### src/rtl/dbc_pkg.sv
package dbc_pkg;

    typedef enum logic [0:0] {
        ST_IDLE = 1'b0,
        ST_BUSY = 1'b1
    } seq_state_t;

    // register indices whose position matters to software
    localparam logic [3:0] IX_TC_LO  = 4'd0;
    localparam logic [3:0] IX_TC_HI  = 4'd1;
    localparam logic [3:0] IX_FIFO   = 4'd2;
    localparam logic [3:0] IX_CMD    = 4'd3;
    localparam logic [3:0] IX_STAT   = 4'd4;   // write view: target id
    localparam logic [3:0] IX_REASON = 4'd5;
    localparam logic [3:0] IX_STEP   = 4'd6;
    localparam logic [3:0] IX_BCNT   = 4'd7;
    localparam logic [3:0] IX_CFG    = 4'd8;
    localparam logic [3:0] IX_MASKED = 4'd11;

    // opcodes (bits 6:0 of the command byte)
    localparam logic [6:0] OP_NOP    = 7'h00;
    localparam logic [6:0] OP_FLUSH  = 7'h01;
    localparam logic [6:0] OP_BUSRST = 7'h03;
    localparam logic [6:0] OP_XFER   = 7'h10;
    localparam logic [6:0] OP_SELECT = 7'h42;

    // interrupt reason codes
    localparam logic [7:0] RSN_FLUSHED = 8'h08;
    localparam logic [7:0] RSN_DONE    = 8'h18;
    localparam logic [7:0] RSN_GONE    = 8'h20;
    localparam logic [7:0] RSN_BUSRST  = 8'h80;

    localparam logic [7:0] STEP_DONE    = 8'h04;
    localparam logic [7:0] STAT_KEEP    = 8'h10;
    localparam logic [7:0] MASK_IX11    = 8'h15;
    localparam int         CFG_RST_MASK = 6;

endpackage

### src/rtl/dbc_fifo.sv
module dbc_fifo #(
    parameter int DEPTH = 16,
    parameter int W     = 8,
    localparam int PW   = (DEPTH > 1) ? $clog2(DEPTH) : 1,
    localparam int CW   = $clog2(DEPTH + 1)
) (
    input  logic          clk,
    input  logic          rst_n,
    input  logic          push,
    input  logic          pop,
    input  logic          load,
    input  logic [CW-1:0] load_cnt,
    input  logic [W-1:0]  din,
    output logic [W-1:0]  head,
    output logic [CW-1:0] count,
    output logic          pop_ok
);
    logic [W-1:0]  mem [DEPTH];
    logic [PW-1:0] rptr, wptr;
    logic          push_ok;

    assign push_ok = push && (count < CW'(DEPTH));
    assign pop_ok  = pop && (count != '0);
    assign head    = mem[rptr];

    function automatic logic [PW-1:0] bump(input logic [PW-1:0] p);
        return (p == PW'(DEPTH - 1)) ? '0 : p + 1'b1;
    endfunction

    always_ff @(posedge clk) begin
        if (push_ok) mem[wptr] <= din;
    end

    always_ff @(posedge clk) begin
        if (!rst_n) begin
            rptr  <= '0;
            wptr  <= '0;
            count <= '0;
        end else if (load) begin
            rptr  <= '0;
            wptr  <= '0;
            count <= load_cnt;
        end else begin
            unique case ({push_ok, pop_ok})
                2'b10: begin
                    wptr  <= bump(wptr);
                    count <= count + 1'b1;
                end
                2'b01: begin
                    if (count == CW'(1)) begin
                        rptr <= '0;
                        wptr <= '0;
                    end else begin
                        rptr <= bump(rptr);
                    end
                    count <= count - 1'b1;
                end
                2'b11: begin
                    wptr <= bump(wptr);
                    rptr <= bump(rptr);
                end
                default: ;
            endcase
        end
    end
endmodule

### src/rtl/dbc_seq_fsm.sv
module dbc_seq_fsm
    import dbc_pkg::*;
#(
    parameter int TGT_W     = 3,
    parameter int TGT_LIMIT = 4
) (
    input  logic             clk,
    input  logic             rst_n,
    input  logic             req_sel,
    input  logic             req_xfer,
    input  logic [TGT_W-1:0] target,
    input  logic             done_stb,
    output logic             op_start,
    output logic             op_is_xfer,
    output logic [TGT_W-1:0] op_target,
    output logic             busy,
    output logic             absent_evt,
    output logic             done_evt
);
    seq_state_t st, st_nx;
    logic       go;

    always_comb begin
        st_nx      = st;
        go         = 1'b0;
        absent_evt = 1'b0;
        done_evt   = 1'b0;
        unique case (st)
            ST_IDLE: begin
                if (req_sel) begin
                    if (32'(target) >= TGT_LIMIT) begin
                        absent_evt = 1'b1;
                    end else begin
                        go    = 1'b1;
                        st_nx = ST_BUSY;
                    end
                end else if (req_xfer) begin
                    go    = 1'b1;
                    st_nx = ST_BUSY;
                end
            end
            ST_BUSY: begin
                if (done_stb) begin
                    done_evt = 1'b1;
                    st_nx    = ST_IDLE;
                end
            end
            default: st_nx = ST_IDLE;
        endcase
    end

    always_ff @(posedge clk) begin
        if (!rst_n) st <= ST_IDLE;
        else        st <= st_nx;
    end

    always_ff @(posedge clk) begin
        if (!rst_n) begin
            op_start   <= 1'b0;
            op_is_xfer <= 1'b0;
            op_target  <= '0;
        end else begin
            op_start <= go;
            if (go) begin
                op_is_xfer <= !req_sel;
                op_target  <= target;
            end
        end
    end

    assign busy = (st == ST_BUSY);
endmodule

### src/rtl/dbc_regfile.sv
module dbc_regfile
    import dbc_pkg::*;
#(
    parameter int FIFO_DEPTH = 16,
    parameter int EXT_BASE   = 12,
    parameter int EXT_NUM    = 4,
    localparam int CW        = $clog2(FIFO_DEPTH + 1)
) (
    input  logic       clk,
    input  logic       rst_n,
    input  logic       wr_en,
    input  logic       rd_en,
    input  logic [5:2] addr,
    input  logic [7:0] wdata,
    output logic [7:0] rdata,
    output logic       irq,
    output logic       dma_irq_clr,
    output logic       dma_mode,
    output logic       op_start,
    output logic       op_is_xfer,
    output logic [2:0] op_target,
    input  logic       done_stb,
    input  logic [7:0] done_status
);
    logic [7:0] tc_lo, tc_hi, cmd_r, status, reason, step, bcnt, cfg8, cfg11, last_pop;
    logic [2:0] tgt;
    logic [7:0] ext_r [EXT_NUM];
    logic [7:0] rview;

    logic          cmd_wr, req_sel, req_ti, req_xfer, ti_local;
    logic          busy, absent_evt, done_evt;
    logic [15:0]   tc_full;
    logic [CW-1:0] load_cnt, fifo_cnt;
    logic [7:0]    fifo_head;
    logic          pop_ok;

    assign cmd_wr   = wr_en && (addr == IX_CMD);
    assign req_sel  = cmd_wr && (wdata[6:0] == OP_SELECT);
    assign req_ti   = cmd_wr && (wdata[6:0] == OP_XFER);
    assign req_xfer = req_ti && wdata[7];
    assign ti_local = req_ti && !wdata[7] && !busy;
    assign tc_full  = {tc_hi, tc_lo};
    assign load_cnt = (tc_full > 16'(FIFO_DEPTH)) ? CW'(FIFO_DEPTH) : tc_full[CW-1:0];
    assign dma_mode = cmd_r[7];

    dbc_fifo #(.DEPTH(FIFO_DEPTH), .W(8)) u_fifo (
        .clk      (clk),
        .rst_n    (rst_n),
        .push     (wr_en && (addr == IX_FIFO)),
        .pop      (rd_en && (addr == IX_FIFO)),
        .load     (ti_local),
        .load_cnt (load_cnt),
        .din      (wdata),
        .head     (fifo_head),
        .count    (fifo_cnt),
        .pop_ok   (pop_ok)
    );

    dbc_seq_fsm #(.TGT_W(3), .TGT_LIMIT(4)) u_fsm (
        .clk        (clk),
        .rst_n      (rst_n),
        .req_sel    (req_sel),
        .req_xfer   (req_xfer),
        .target     (tgt),
        .done_stb   (done_stb),
        .op_start   (op_start),
        .op_is_xfer (op_is_xfer),
        .op_target  (op_target),
        .busy       (busy),
        .absent_evt (absent_evt),
        .done_evt   (done_evt)
    );

    // plain storage registers at indices 12 and up
    for (genvar gi = 0; gi < EXT_NUM; gi++) begin : g_ext
        always_ff @(posedge clk) begin
            if (!rst_n)                                   ext_r[gi] <= '0;
            else if (wr_en && (addr == 4'(EXT_BASE + gi))) ext_r[gi] <= wdata;
        end
    end

    always_comb begin
        rview = '0;
        case (addr)
            IX_TC_LO:  rview = tc_lo;
            IX_TC_HI:  rview = tc_hi;
            IX_FIFO:   rview = last_pop;
            IX_CMD:    rview = cmd_r;
            IX_STAT:   rview = status;
            IX_REASON: rview = reason;
            IX_STEP:   rview = step;
            IX_BCNT:   rview = bcnt;
            IX_CFG:    rview = cfg8;
            IX_MASKED: rview = cfg11;
            default: begin
                for (int i = 0; i < EXT_NUM; i++)
                    if (addr == 4'(EXT_BASE + i)) rview = ext_r[i];
            end
        endcase
    end

    always_ff @(posedge clk) begin
        if (!rst_n) begin
            tc_lo <= '0; tc_hi <= '0; cmd_r <= '0; tgt <= '0;
            status <= '0; reason <= '0; step <= '0; bcnt <= '0;
            cfg8 <= '0; cfg11 <= '0; last_pop <= '0; rdata <= '0;
            irq <= 1'b0; dma_irq_clr <= 1'b0;
        end else begin
            dma_irq_clr <= 1'b0;

            // host reads (acknowledge first, so later events win)
            if (rd_en) begin
                if (addr == IX_FIFO) begin
                    if (pop_ok) begin
                        rdata    <= fifo_head;
                        last_pop <= fifo_head;
                        irq      <= 1'b1;
                    end else begin
                        rdata <= last_pop;
                    end
                end else if (addr == IX_REASON) begin
                    rdata       <= reason;
                    status      <= status & STAT_KEEP;
                    irq         <= 1'b0;
                    dma_irq_clr <= 1'b1;
                end else begin
                    rdata <= rview;
                end
            end

            // host writes
            if (wr_en) begin
                case (addr)
                    IX_TC_LO:  tc_lo <= wdata;
                    IX_TC_HI:  tc_hi <= wdata;
                    IX_CMD:    cmd_r <= wdata;
                    IX_STAT:   tgt   <= wdata[2:0];
                    IX_CFG:    cfg8  <= wdata;
                    IX_MASKED: cfg11 <= wdata & MASK_IX11;
                    default: ;
                endcase
            end

            if (cmd_wr) begin
                case (wdata[6:0])
                    OP_FLUSH: begin
                        reason <= RSN_FLUSHED;
                        step   <= '0;
                    end
                    OP_BUSRST: begin
                        reason <= RSN_BUSRST;
                        if (!cfg8[CFG_RST_MASK]) irq <= 1'b1;
                    end
                    default: ;
                endcase
            end

            if (ti_local) begin
                bcnt <= tc_lo;
                irq  <= 1'b1;
            end

            if (absent_evt) begin
                reason <= RSN_GONE;
                step   <= '0;
                irq    <= 1'b1;
            end

            if (done_evt) begin
                status <= done_status;
                reason <= RSN_DONE;
                step   <= STEP_DONE;
                irq    <= 1'b1;
            end
        end
    end
endmodule

### config.mk
export PLATFORM = sky130hd
export DESIGN_NAME = dbc_regfile
export DESIGN_NICKNAME = d
export VERILOG_FILES = /design/src/rtl/dbc_pkg.sv /design/src/rtl/dbc_fifo.sv /design/src/rtl/dbc_seq_fsm.sv /design/src/rtl/dbc_regfile.sv
export SDC_FILE = /design/constraint.sdc
export NUM_CORES = 1
export LEC_CHECK = 0
export BUFFER_PORTS_ARGS = -buffer_cell sky130_fd_sc_hd__clkbuf_2
export CORE_MARGIN = 2
export CORE_UTILIZATION = 50
export DETAILED_ROUTE_END_ITERATION = 10
export PLACE_DENSITY = 0.66
export SLEW_MARGIN = 25
export SYNTH_ARGS = -nofsm -noshare
export SYNTH_HDL_FRONTEND = slang
export SYNTH_SLANG_ARGS = --single-unit
### constraint.sdc
create_clock -name clk -period 3.7 [get_ports clk]
set_input_delay 0.74 -clock clk [delete_from_list [all_inputs] [get_ports clk]]
set_output_delay 0.74 -clock clk [all_outputs]
set_load 0.02 [all_outputs]
# Yosys cells after proc, flatten, opt, wreduce, memory -nomap -nowiden
# Memory sizes are Yosys's and may differ from the RTL's. A register that Yosys moved wholly into a read port is not among the register bits.
# Index checks and enable logic that the tools add are counted.
# totals
regBits,100
ramBits,160
out_inout_bits,16
elab_cells,185
mem_count,2
# memory_table
memory,words,word_bits,read_ports,rd_ports_with_merged_regs,wr,line_no,source
u_fifo.mem,16,8,1,1,1,dbc_fifo.sv:18,logic [W-1:0] mem [DEPTH];
ext_r,4,8,4,0,4,dbc_regfile.sv:27,logic [7:0] ext_r [EXT_NUM];
# classes
addsub,4
order_cmp,3
n_eq_ne,25
muxes,72
bitwise_logic,7
n_reduce_logical,48
# ops
op,count
$mux W8,15
$pmux W8 S8,1
$mux W1,36
$eq A4 B4 Y1 const B,8
$mux W4,6
$reduce_and A2 Y1,12
$eq A4 B3 Y1 const B,4
$gt A16 B5 Y1 const B,1
$pmux W4 S2,2
$pmux W8 S2,1
$mux W5,3
$logic_and A1 B1 Y1,14
$mux W3,4
$mux W6,2
$reduce_bool A2 Y1,6
$reduce_bool A3 Y1,4
$pmux W5 S2,1
$add A4 B1 Y4 const B,2
$eq A4 B2 Y1 const B,2
$eq A7 B1 Y1 const B,1
$eq A7 B2 Y1 const B,1
$eq A7 B5 Y1 const B,1
$eq A7 B7 Y1 const B,1
$reduce_or A2 Y1,3
other kinds (19),28

# Depth between registers and ports, before layout
# logic_depth
word_depth,12
depth_mapped,10
depth_no_buf,8

# Cells and area by module
# A second synthesis with hierarchy kept.
# hier_totals
cells_unflattened,927
hier_area_um2,11511.0
# by_module_without_submodules
mod,n_inst,cells_per_inst,area_per_inst_um2,seq_area_each_um2
dbc_fifo,1,311,5870.6,4184.0
dbc_regfile,1,586,5360.1,2502.4
dbc_seq_fsm,1,30,280.3,120.1

# Worst setup path after synthesis
# OpenSTA, ideal clock, no wires.
# synth_path
kind,input -> register
startpoint,input port addr[4] (netlist name)
endpoint,memory u_fifo.mem[3][0] (enable)
arrival_time_ps,2585
required_ps,3317
path_slack_ps,732
stages,6
path_cell_list,clkbuf_1 > nor4b_1 > and3b_1 > clkbuf_1 > nand2_1 > nor3_1
# synth_between
elab_chain_len,5
# synth_lines
item,line_no,source
"start, declared",dbc_regfile.sv:13,"input logic [5:2] addr,"
$eq A4 B2 Y1,dbc_regfile.sv:49,".push (wr_en && (addr == IX_FIFO)),"
$logic_and A1 B1 Y1,dbc_regfile.sv:49,
$logic_and A1 B1 Y1,dbc_fifo.sv:22,assign push_ok = push && (count < CW'(DEPTH));
$mux W1,dbc_fifo.sv:31,if (push_ok) mem[wptr] <= din;
$mux W1 (not written as such),dbc_fifo.sv:31,
"end, declared",dbc_fifo.sv:18,
# Every way passes these cells.

# Worst setup path in the final report
# layout_path
startpoint,input port addr[4] (netlist name)
endpoint,register u_fifo.count[1]
# layout_between
elab_chain_len,6
# layout_lines
item,line_no,source
"$eq A4 B2 Y1, on equally long branches","dbc_regfile.sv:49, dbc_regfile.sv:50, dbc_regfile.sv:37",
"$logic_and A1 B1 Y1, on equally long branches","dbc_regfile.sv:50, dbc_regfile.sv:37, dbc_regfile.sv:49",
"$logic_and A1 B1 Y1, on equally long branches","dbc_fifo.sv:23, dbc_regfile.sv:39, dbc_fifo.sv:22",
"$eq A2 B1 Y1, or another cell as far along",dbc_fifo.sv:44,"unique case ({push_ok, pop_ok})"
$pmux W5 S2 or $logic_and A1 B1 Y1 (tied branches),"dbc_fifo.sv:44, dbc_regfile.sv:41",
$mux W5 or $reduce_bool A3 Y1 (tied branches),--,
"end signal, assigned",dbc_fifo.sv:42,count <= load_cnt;
"end signal, assigned",dbc_fifo.sv:47,count <= count + 1'b1;
"end signal, assigned",dbc_fifo.sv:56,count <= count - 1'b1;
"end, declared",dbc_fifo.sv:15,"output logic [CW-1:0] count,"
# Parallel ways exist; a longest one is shown, timed or not.
# A chain may end at the register's enable or synchronous reset.

==> impl_metrics.tcl <==
set metrics [dict create \
    outcome "complete, no violations" \
    worstSkewPairLatency_ns 0.54 \
    antenna_found_initial 2 \
    slew_headroom_pct 53.04 \
    final_net_count 1066 \
    row_count 55 \
    cts_made_buffers 26 \
    hp-class "in -> reg" \
    peakVddDrop_mv 0.3567 \
    final_antenna_net_count 0 \
    power.density_nw_per_um2 468.2 \
    synth-seq-cells 260 \
    top_usage_layer "met2" \
    syn_avg_cell_area_um2 11.61 \
    tightest_slew_ns 0.7044 \
    ys.flop_type "edfxtp_1" \
    min_period_over_period_pct 72.78 \
    floorplan.initialDensity_pct 50.71 \
    hold_end "status[3]" \
    met2_usage_pct 41.48 \
    fin_crit_ns 2.693 \
    crit_fanout 15 \
    wl_per_cell_um 22.40 \
    whs_path_depth 3 \
    drive_above_1_share_pct 17.97 \
    met3_usage_pct 4.206 \
    postSynthCellCount 983 \
    clk_pin_slew_ns 0.06 \
    die_area_um2 24050 \
    r2r_end "u_fifo.count[3]" \
    synth_nets 1017 \
    grtUsageMet1_pct 33.77 \
    num-fill-cells 1893 \
    cp-start-kind "input port" \
    worstPathRequired_ns 4.13 \
    drv_cap 0 \
    async_flop_share_pct 0 \
    gp_congestion 0.9544 \
    yosysWarnings 0 \
    clockRootBuffer "clkbuf_16" \
    fin_worst_skew_ns 0.01058 \
    path_class "in -> reg" \
    grt_pass1_wl_um 46030 \
    die_h_um 155.1 \
    drtIter0Drc 800 \
    track_usage_pct 25.20 \
    dp.cells 1289 \
    hp-start "done_status[3]" \
    cts_tree "done" \
    synth-edff-count 160 \
    cts_hold_buffers 0 \
    design_area_um2 12950 \
    reg2reg_depth 9 \
    grt_max_degree 53 \
    synth_cell_types 65 \
    yosysSeqAreaShare_pct 59.64 \
    end_kind "flop" \
    leakage_uw 0.004410 \
    cts_setup_buffers 0 \
    fmax_ghz 0.3714 \
    area_delta_synth_final_pct 13.45 \
    ctsResizeCount 0 \
    dieWidth_um 155.1 \
    clkSinkCount 260 \
    wl_um 29950 \
    timing.final.hold_violations 0 \
    first_pass_iters 5 \
    timing.rr.start "u_fifo.count[0]" \
    rrSetupSlack_ns 1.07 \
    tns_ns 0 \
    grt_overflow 0 \
    cts_buffer_depth 3 \
    syn_area_um2 11410 \
    placeableCoreArea_um2 22500 \
    drt-vias-per-instance 6.024 \
    critPathArrivalTime_ns 3.13 \
    portBuffers 40 \
    antenna_cells 0 \
    drc 0 \
    fin_cells 1337 \
    placed_cell_area_um2 12090 \
    ios 41 \
    dp_hpwl_um 20380 \
    first_global_vias 7869 \
    slew_viol_final 0 \
    dr_total_vias 8054 \
    htreeDepth 1 \
    rsz0062_at_grt "no" \
    setup_viol 0 \
]
sequential cells by signal, indices dropped and copies added, names as in the netlist, 4 cells and up, named ones only:
signal,count
u_fifo.count,5
cfg8,8
u_fifo.mem,128
ext_r,32
last_pop,8
tc_hi,8
cmd_r,8
bcnt,8
reason,4
status,8
tc_lo,8
rdata,8
u_fifo.wptr,4
u_fifo.rptr,4
worst max-delay path by stage:
stage / cells after the start / from / to
after floorplan: 6 / addr[4] / u_fifo.mem[3][0]
after global placement: 6 / addr[4] / u_fifo.count[0]
after detailed placement: 7 / addr[4] / u_fifo.count[1]
after CTS: 7 / addr[4] / u_fifo.count[1]
after global routing: 7 / addr[4] / u_fifo.count[1]
final: 7 / addr[4] / u_fifo.count[1]
worst max-delay path: stages:
cell and delay (ns):
clkbuf_2 0.19, nand3b_1 0.31, or4_4 0.56, or4_1 0.71
nand2_1 0.20, nor2_1 0.07, a2111oi_2 0.34
power breakdown:
| group | internal [µW] | switching [µW] |
|---|---|---|
| logic | 96.4 | 205 |
| clock network | 1500 | 1130 |
| registers | 3100 | 23.7 |
| total | 4700 | 1360 |
placed cells by master, fill, tap and decap left out, types with 8 or more instances in the layout:
cell	Yosys	final
ha_1	9	9
dfxtp_1	100	99
nor3_1	20	20
clkbuf_16	0	27
nand3_1	60	60
nor2_1	80	80
nand2b_1	9	9
mux2_2	16	16
a21oi_1	69	69
clkbuf_2	0	40
nand2_1	95	95
buf_4	0	46
a31oi_1	8	8
mux2i_1	35	35
a221oi_1	8	8
and2_1	32	32
o21ai_0	35	35
nand4_1	11	11
nor2b_1	16	16
inv_1	13	13
edfxtp_1	160	160
mux4_2	27	27
cells by family (layout without fill, tap and decap cells):
logic type,Yosys count,after routing,share of synthesized area [%]
muxes,78,78,9.977
AOI/OAI and AO/OA,193,193,11.03
buffers and inverters,82,151,2.829
xor gates and xnor gates,3,3,0.2303
DFF,260,260,59.64
adders and majority gates,9,9,0.9868
and+or+nand+nor,358,358,15.31
through the flow:
step	hold WS (ns)	setup WS, ns	power [µW]	utilization (%)
2_1_floorplan	0.4274	0.7317	3347	-
3_3_place_gp	0.4425	0.5550	3487	53.72
3_5_place_dp	0.4468	0.4520	3489	53.72
4_1_cts	0.4169	0.9974	6080	57.54
5_1_grt	0.4250	0.8577	6231	57.54
6_report	0.4201	1.007	6062	57.54
synthesized netlist by cell type, types with 9 or more instances:
cell type  number  area share [%]
nand3_1        60             2.6
mux2i_1        35             3.1
and2_1         32             1.8
nand2_1        95             3.1
nor2_1         80             2.6
nor3_1         20            0.88
a21oi_1        69             3.0
mux4_2         27             5.3
inv_1          13            0.43
edfxtp_1      160              42
dfxtp_1       100              18
mux2_2         16             1.6
nor2b_1        16            0.88
nand4_1        11            0.60
ha_1            9            0.99
clkbuf_1       53             1.7
nand2b_1        9            0.49
o21ai_0        35             1.5
per-layer routing:
layer	share of wire (%)	vias to the layer above
li1	-	3777
met1	42	3910
met2	47	292
met3	6.9	75
met4	4.1	0
met5	0	-
cell type report:
class	count	area [µm²]	share of cell area, %
multi-input cells	641	4283	33.08
clock inverters	18	161.4	1.247
well taps	285	356.6	2.754
clock buffers	30	696.9	5.383
inverters	15	56.30	0.4349
flip-flops and latches	260	6808	52.58
repair buffers	88	585.6	4.523
Power figures use the tool's default switching activity.
